[src/rtl/acc_pkg.sv]
package acc_pkg;
  localparam int HOUR_W      = 4;
  localparam int MIN_W       = 6;
  localparam int HOURS_HALF  = 12;
  localparam int MINS_HOUR   = 60;
  localparam int BCD_W       = 8;

  typedef struct packed {
    logic              pm;
    logic [HOUR_W-1:0] hour;
    logic [MIN_W-1:0]  minute;
  } tod_t;

  localparam tod_t TOD_RESET = '{pm: 1'b0, hour: HOUR_W'(HOURS_HALF), minute: '0};

  function automatic logic [BCD_W-1:0] to_bcd2(input logic [6:0] v);
    logic [3:0] tens;
    logic [3:0] ones;
    tens = 4'(v / 7'd10);
    ones = 4'(v % 7'd10);
    return {tens, ones};
  endfunction
endpackage

[src/rtl/acc_time_reg.sv]
module acc_time_reg
  import acc_pkg::*;
(
  input  logic clk,
  input  logic rst_n,
  input  logic min_step,
  input  logic hour_step,
  input  logic carry_en,
  output tod_t tod
);
  localparam logic [MIN_W-1:0]  MIN_LAST  = MIN_W'(MINS_HOUR - 1);
  localparam logic [HOUR_W-1:0] HOUR_TOP  = HOUR_W'(HOURS_HALF);
  localparam logic [HOUR_W-1:0] HOUR_FLIP = HOUR_W'(HOURS_HALF - 1);

  tod_t tod_q;
  logic min_wrap;
  logic hour_adv;

  assign min_wrap = (tod_q.minute == MIN_LAST);
  // one hour step even when a press and a tick carry collide
  assign hour_adv = hour_step | (min_step & carry_en & min_wrap);

  always_ff @(posedge clk) begin
    if (!rst_n) begin
      tod_q <= TOD_RESET;
    end else begin
      if (min_step)
        tod_q.minute <= min_wrap ? '0 : tod_q.minute + 1'b1;
      if (hour_adv) begin
        tod_q.hour <= (tod_q.hour == HOUR_TOP) ? HOUR_W'(1) : tod_q.hour + 1'b1;
        if (tod_q.hour == HOUR_FLIP)
          tod_q.pm <= ~tod_q.pm;
      end
    end
  end

  assign tod = tod_q;

  // fields stay in range
  a_r2_hour_range: assert property (@(posedge clk) disable iff (!rst_n)
    (tod_q.hour >= 1) && (tod_q.hour <= HOUR_TOP));
  a_r2_min_range: assert property (@(posedge clk) disable iff (!rst_n)
    tod_q.minute <= MIN_LAST);
  // flag flips only on the 11 -> 12 step
  a_r3_pm_flip: assert property (@(posedge clk) disable iff (!rst_n)
    !$stable(tod_q.pm) |-> (tod_q.hour == HOUR_TOP) && ($past(tod_q.hour) == HOUR_FLIP));
  // minute wrap without carry leaves hour alone
  a_r4_no_carry: assert property (@(posedge clk) disable iff (!rst_n)
    (min_step && !carry_en && !hour_step) |=> $stable(tod_q.hour));
  // tick carry moves the hour
  a_r5_carry: assert property (@(posedge clk) disable iff (!rst_n)
    (min_step && carry_en && min_wrap) |=> !$stable(tod_q.hour));
endmodule

[src/rtl/acc_display.sv]
module acc_display
  import acc_pkg::*;
(
  input  tod_t             tod,
  output logic [BCD_W-1:0] hour_bcd,
  output logic [BCD_W-1:0] min_bcd,
  output logic             pm
);
  always_comb begin
    hour_bcd = to_bcd2(7'(tod.hour));
    min_bcd  = to_bcd2(7'(tod.minute));
    pm       = tod.pm;
  end
endmodule

[src/rtl/alarm_clock_ctrl.sv]
module alarm_clock_ctrl
  import acc_pkg::*;
(
  input  logic             clk,
  input  logic             rst_n,
  input  logic             min_tick,
  input  logic             hour_btn,
  input  logic             min_btn,
  input  logic             mode_alarm,
  input  logic             alarm_en,
  output logic [BCD_W-1:0] disp_hour_bcd,
  output logic [BCD_W-1:0] disp_min_bcd,
  output logic             pm_led,
  output logic             buzzer
);
  tod_t now_tod;
  tod_t wake_tod;
  tod_t shown;
  logic running_q;

  acc_time_reg u_now (
    .clk      (clk),
    .rst_n    (rst_n),
    .min_step (min_tick | (min_btn & ~mode_alarm)),
    .hour_step(hour_btn & ~mode_alarm),
    .carry_en (min_tick),
    .tod      (now_tod)
  );

  acc_time_reg u_wake (
    .clk      (clk),
    .rst_n    (rst_n),
    .min_step (min_btn & mode_alarm),
    .hour_step(hour_btn & mode_alarm),
    .carry_en (1'b0),
    .tod      (wake_tod)
  );

  assign shown = mode_alarm ? wake_tod : now_tod;

  acc_display u_disp (
    .tod      (shown),
    .hour_bcd (disp_hour_bcd),
    .min_bcd  (disp_min_bcd),
    .pm       (pm_led)
  );

  always_ff @(posedge clk) begin
    if (!rst_n) running_q <= 1'b0;
    else        running_q <= 1'b1;
  end

  assign buzzer = running_q & alarm_en & (now_tod == wake_tod);

  // never sounds unarmed
  a_r8_armed: assert property (@(posedge clk) disable iff (!rst_n)
    buzzer |-> alarm_en);
  // stored time holds while its buttons are not routed to it
  a_r7_wake_hold: assert property (@(posedge clk) disable iff (!rst_n)
    !mode_alarm |=> $stable(wake_tod));
  // running time only moves on tick or its own buttons
  a_r6_now_hold: assert property (@(posedge clk) disable iff (!rst_n)
    (mode_alarm && !min_tick) |=> $stable(now_tod));
endmodule

[config.mk]
export PLATFORM = sky130hd
export DESIGN_NAME = alarm_clock_ctrl
export DESIGN_NICKNAME = d
export VERILOG_FILES = /design/src/rtl/acc_pkg.sv /design/src/rtl/acc_time_reg.sv /design/src/rtl/acc_display.sv /design/src/rtl/alarm_clock_ctrl.sv
export SDC_FILE = /design/constraint.sdc
export NUM_CORES = 1
export LEC_CHECK = 0
export ABC_AREA = 1
export BUFFER_PORTS_ARGS = -buffer_cell sky130_fd_sc_hd__buf_2
export CORE_MARGIN = 8
export CORE_UTILIZATION = 40
export CTS_CLUSTER_DIAMETER = 60
export DETAILED_ROUTE_END_ITERATION = 16
export PLACE_DENSITY = 0.67
export SLEW_MARGIN = 15
export SYNTH_ARGS = -nofsm -noshare
export SYNTH_HDL_FRONTEND = slang
export SYNTH_HIERARCHICAL = 1
export SYNTH_SLANG_ARGS = --single-unit
[constraint.sdc]
create_clock -name clk -period 3.3 [get_ports clk]
set_input_delay 0.165 -clock clk [delete_from_list [all_inputs] [get_ports clk]]
set_output_delay 0.165 -clock clk [all_outputs]
set_load 0.02 [all_outputs]
=== Yosys cells after proc, flatten, opt, wreduce, memory -nomap -nowiden ===
Index checks and enable logic that the tools add are counted.

* Bitwise logic cells: 13
* Add/sub/neg operators: 4
* Reductions and logical operators: 2
* Div/mod/pow operators: 4
* Multiplexer cells: 6
* Equality and inequality tests: 7

{| class="wikitable"
|+ Operators with widths
! operator !! number
|-
| $eq A4 B4 Y1 const B || 4
|-
| $add A6 B1 Y6 const B || 2
|-
| $eq A6 B6 Y1 const B || 2
|-
| $mux W6 || 2
|-
| $eq A11 B11 Y1 || 1
|-
| $mux W11 || 1
|-
| $add A4 B1 Y4 const B || 2
|-
| $and A1 B1 Y1 || 8
|-
| $mux W4 || 2
|-
| $div A4 B4 Y7 const B || 1
|-
| $div A6 B4 Y7 const B || 1
|-
| $mod A4 B4 Y7 const B || 1
|-
| $mod A6 B4 Y7 const B || 1
|-
| $reduce_and A2 Y1 || 2
|-
| $not A1 Y1 || 3
|-
| $or A1 B1 Y1 || 2
|-
| $mux W1 || 1
|}

* Logic and storage cells: 43
* Flip-flop bits (word level): 23
* Output and inout port bits: 18
* Input bits: 7

=== Depth between registers and ports, before layout ===
* Depth after elaboration: 7
* Gate-level depth with buffers: 19
* Depth with buffers taken out: 18

=== Cells and area by module ===
The synthesis kept the hierarchy.

{| class="wikitable"
|+ By module, submodules not included
! module !! area an instance (µm²) !! seq. area each (µm²) !! cells an instance !! instances
|-
| acc_time_reg || 563.0 || 220.2 || 81 || 2
|-
| alarm_clock_ctrl || 412.9 || 20.0 || 83 || 1
|-
| acc_display || 389.1 || 0.0 || 65 || 1
|}

=== Worst setup path after synthesis ===
Ideal clock, no wire load.

* Path kind: register to output
* From: register u_now.tod_q, in the netlist u_now/tod[3]
* To: output port disp_min_bcd[1]
* Stages on the path, launching flop included: 18
* Required time: 3.135 ns
* Arrival: 2.203 ns
* Path slack: 0.932 ns
* Cell sequence: dfxtp_1 -> inv_1 -> o21ai_0 -> inv_2 -> nand2_2 -> nand3_1 -> nand2_2 -> nand3_2 -> nand2_4 -> nand2_2 -> nand2_1 -> inv_1 -> ha_1 -> inv_1 -> nand3_2 -> nand3_2 -> nand2_1 -> nand2_1

{| class="wikitable"
|+ RTL lines
! element !! RTL line !! text
|-
| start, declared || acc_time_reg.sv:15 || <nowiki>tod_t tod_q;</nowiki>
|-
| end, declared || alarm_clock_ctrl.sv:12 || <nowiki>output logic [BCD_W-1:0] disp_min_bcd,</nowiki>
|}

==> flow_summary.yaml <==
synth:
  synth_cells: 310
  synthArstFlopShare: 0
  ys.flop_type: "dfxtp_1"
  synthTopCellsByArea: "dfxtp_1, nand2_1, inv_1"
  netlist_area_sq_mm: 0.001928
  yosysWarnings: 6
  synth_cell_type_count: 31
  syn_area_per_cell_sq_um: 6.220
  synth_top_area_cell: "dfxtp_1"
  ys_seq_area_frac: 0.2388
  synth_edf_count: 0
  synth_top_area_frac: 0.2388
  synth_seq_cells: 23
sta:
  finalHoldViolCount: 0
  holdWs_ns: 0.2027
  rsz0062_at_grt: "false"
  fin_crit_ns: 2.838
  setup-tns-final_ns: 0
  finalSetupViolCount: 0
  slew_viol_final: 0
  max_slew_margin: 0.5680
  period_share: 0.8600
  worst_pin_slew_ns: 0.6412
  fin_worst_skew_ns: 0.003739
  clock.fmax_mhz: 352.4
die:
  dieArea_sq_mm: 0.007298
  initial_core_util: 0.4109
  die_x_microns: 85.43
  std_cell_rows: 25
  core_sq_mm: 0.004692
  ios: 25
  die_h_microns: 85.43
place:
  dpl_cell_area_sq_mm: 0.002028
  post-dp-hpwl_microns: 3170
  io_buffers: 20
  gp_congestion: 0.7957
grt:
  grt_pass1_wl_microns: 6803
  grt_max_degree: 23
  grtUsageTotal: 0.1115
  grt_pass1_vias: 1593
  grt_overflow: 0
  antenna_found_initial: 0
layout:
  mostFrequentLayoutCell: "nand2_1"
  syn2layout_area_growth_pct: 7.593
  nNetsFinal: 343
  num_antenna_cells: 0
  design_area_sq_mm: 0.002074
  layout_common_cells: "nand2_1, inv_1, nor2_1, nand3_1, dfxtp_1"
  drive_gt1_frac: 0.1626
critical_path:
  end_kind: "primary output"
  cp.arrival_ns: 2.67
  worstSetupStartpointType: "register"
  crit_type: "reg -> out"
  worstPathRequired_ns: 3.13
  crit_path_max_fanout: 5
pwr:
  peakVddDrop_mv: 0.1422
  cellPowerDensity_mw_per_mm2: 310.8
  leakagePower_nw: 1.063
clock_tree:
  path_clk_slew_ns: 0.08
  clk_latency_ns: 0.26
  cts_root_buffer: "clkbuf_8"
  cts_buffers: 3
  cts_resized: 0
  cts_tree: "yes"
  cts_hold_buf: 0
  cts.sinks: 23
  cts_setup_buffers: 0
  cts_htree_levels: 1
  max-clock-path-buffers: 2
hold_path:
  hold_path.class: "in -> reg"
routing:
  drc: 0
  ant_nets: 0
  drt_first_pass_iters: 5
  wire_per_inst_microns: 10.50
  num_vias: 1768
  dr.first_iter.drc_count: 127
  drt-vias-per-instance: 4.653
  finalWirelength_microns: 3991
run_status:
  status: "complete, no violations"
job:
  drv_cap: 0
synth_stat cells (2+ instances only):
cell type / n
nand4_1: 2
nand3_1: 25
xor2_1: 8
nand3_2: 3
buf_4: 7
mux2_4: 2
o21ai_0: 15
or2_2: 2
nor2_1: 34
xnor2_1: 5
a21oi_1: 10
ha_1: 9
nand2_2: 7
inv_1: 55
nand3b_1: 2
nand2_1: 74
mux2_2: 3
nor2_2: 3
dfxtp_1: 23
inv_2: 5
o21ai_1: 2
conb_1: 2
buf_2: 3
o31ai_1: 2
logic make-up (layout without fill, tap and decap cells):
kind of cell               Yosys count  count (layout)  share of synthesized area
AOI/OAI and AO/OA                   32              32                    0.09020
DFF                                 23              23                     0.2388
and+or+nand+nor                    154             154                     0.3563
adders and majority gates            9               9                    0.05840
other                                2               5                   0.003895
muxes                                5               5                    0.03309
xor gates and xnor gates            13              13                    0.05905
buffers and inverters               72              85                     0.1603
critical path: stages, from the launching register on:
cell and delay (ns):
dfxtp_1 0.41, inv_1 0.07, o21ai_0 0.39, inv_2 0.08, nand2_2 0.07, nand3_1 0.08, nand2_2 0.14, nand3_2 0.11
nand2_4 0.11, nand2_2 0.06, nand2_1 0.07, inv_1 0.05, ha_1 0.20, inv_1 0.08, nand3_2 0.10, nand3_2 0.11
nand2_1 0.06, nand2_1 0.05, buf_2 0.16
power by group:
group / internal, mW / total (mW) / switching [mW]
registers: 0.290 / 0.311 / 0.0212
clock network: 0.0842 / 0.174 / 0.0894
logic: 0.0591 / 0.160 / 0.101
total: 0.433 / 0.645 / 0.211
layout make-up:
cell class              instances  area (sq um)
fillers                       498          2618
well taps                      54         67.56
multi-input cells             218          1170
flip-flops and latches         23         460.4
clock inverters                 1         5.005
repair buffers                 20         100.1
inverters                      61         230.2
clock buffers                   3         41.29
flip-flops by register name (all words and copies together) (netlist names):
name,flops
u_now/tod,11
u_wake/tod,11
running_q,1
per-layer routing:
metal | GRT usage | vias up | routed length (microns)
li1 | - | 972 | -
met1 | 0.1435 | 763 | 2061
met2 | 0.1784 | 31 | 1721
met3 | 0.02317 | 2 | 183
met4 | 0.03822 | 0 | 24
met5 | 0 | - | 0
metrics by stage:
| step | setup slack [ns] | power (mW) | util | cells |
|---|---|---|---|---|
| after floorplan | 0.9324 | 0.4435 | - | 313 |
| after global placement | 0.8911 | 0.4745 | 0.4323 | 376 |
| after detailed placement | 0.7403 | 0.4781 | 0.4323 | 376 |
| after CTS | 0.4482 | 0.6522 | 0.4421 | 380 |
| after global routing | 0.1040 | 0.6918 | 0.4421 | 380 |
| final | 0.4621 | 0.6447 | 0.4421 | 380 |
path summary, 6_finish.rpt:
check | startpoint | endpoint | slack, ns | cells after the start
worst max-delay path | u_now/tod[3] | disp_min_bcd[2] | 0.46 | 18
worst min-delay path | rst_n | running_q | 0.20 | 1
worst max register to register | u_wake/tod[6] | u_wake/tod[10] | 1.84 | 7
worst min register to register | u_now/tod[10] | u_now/tod[10] | 0.55 | 2
(Power assumes the default switching activity.)
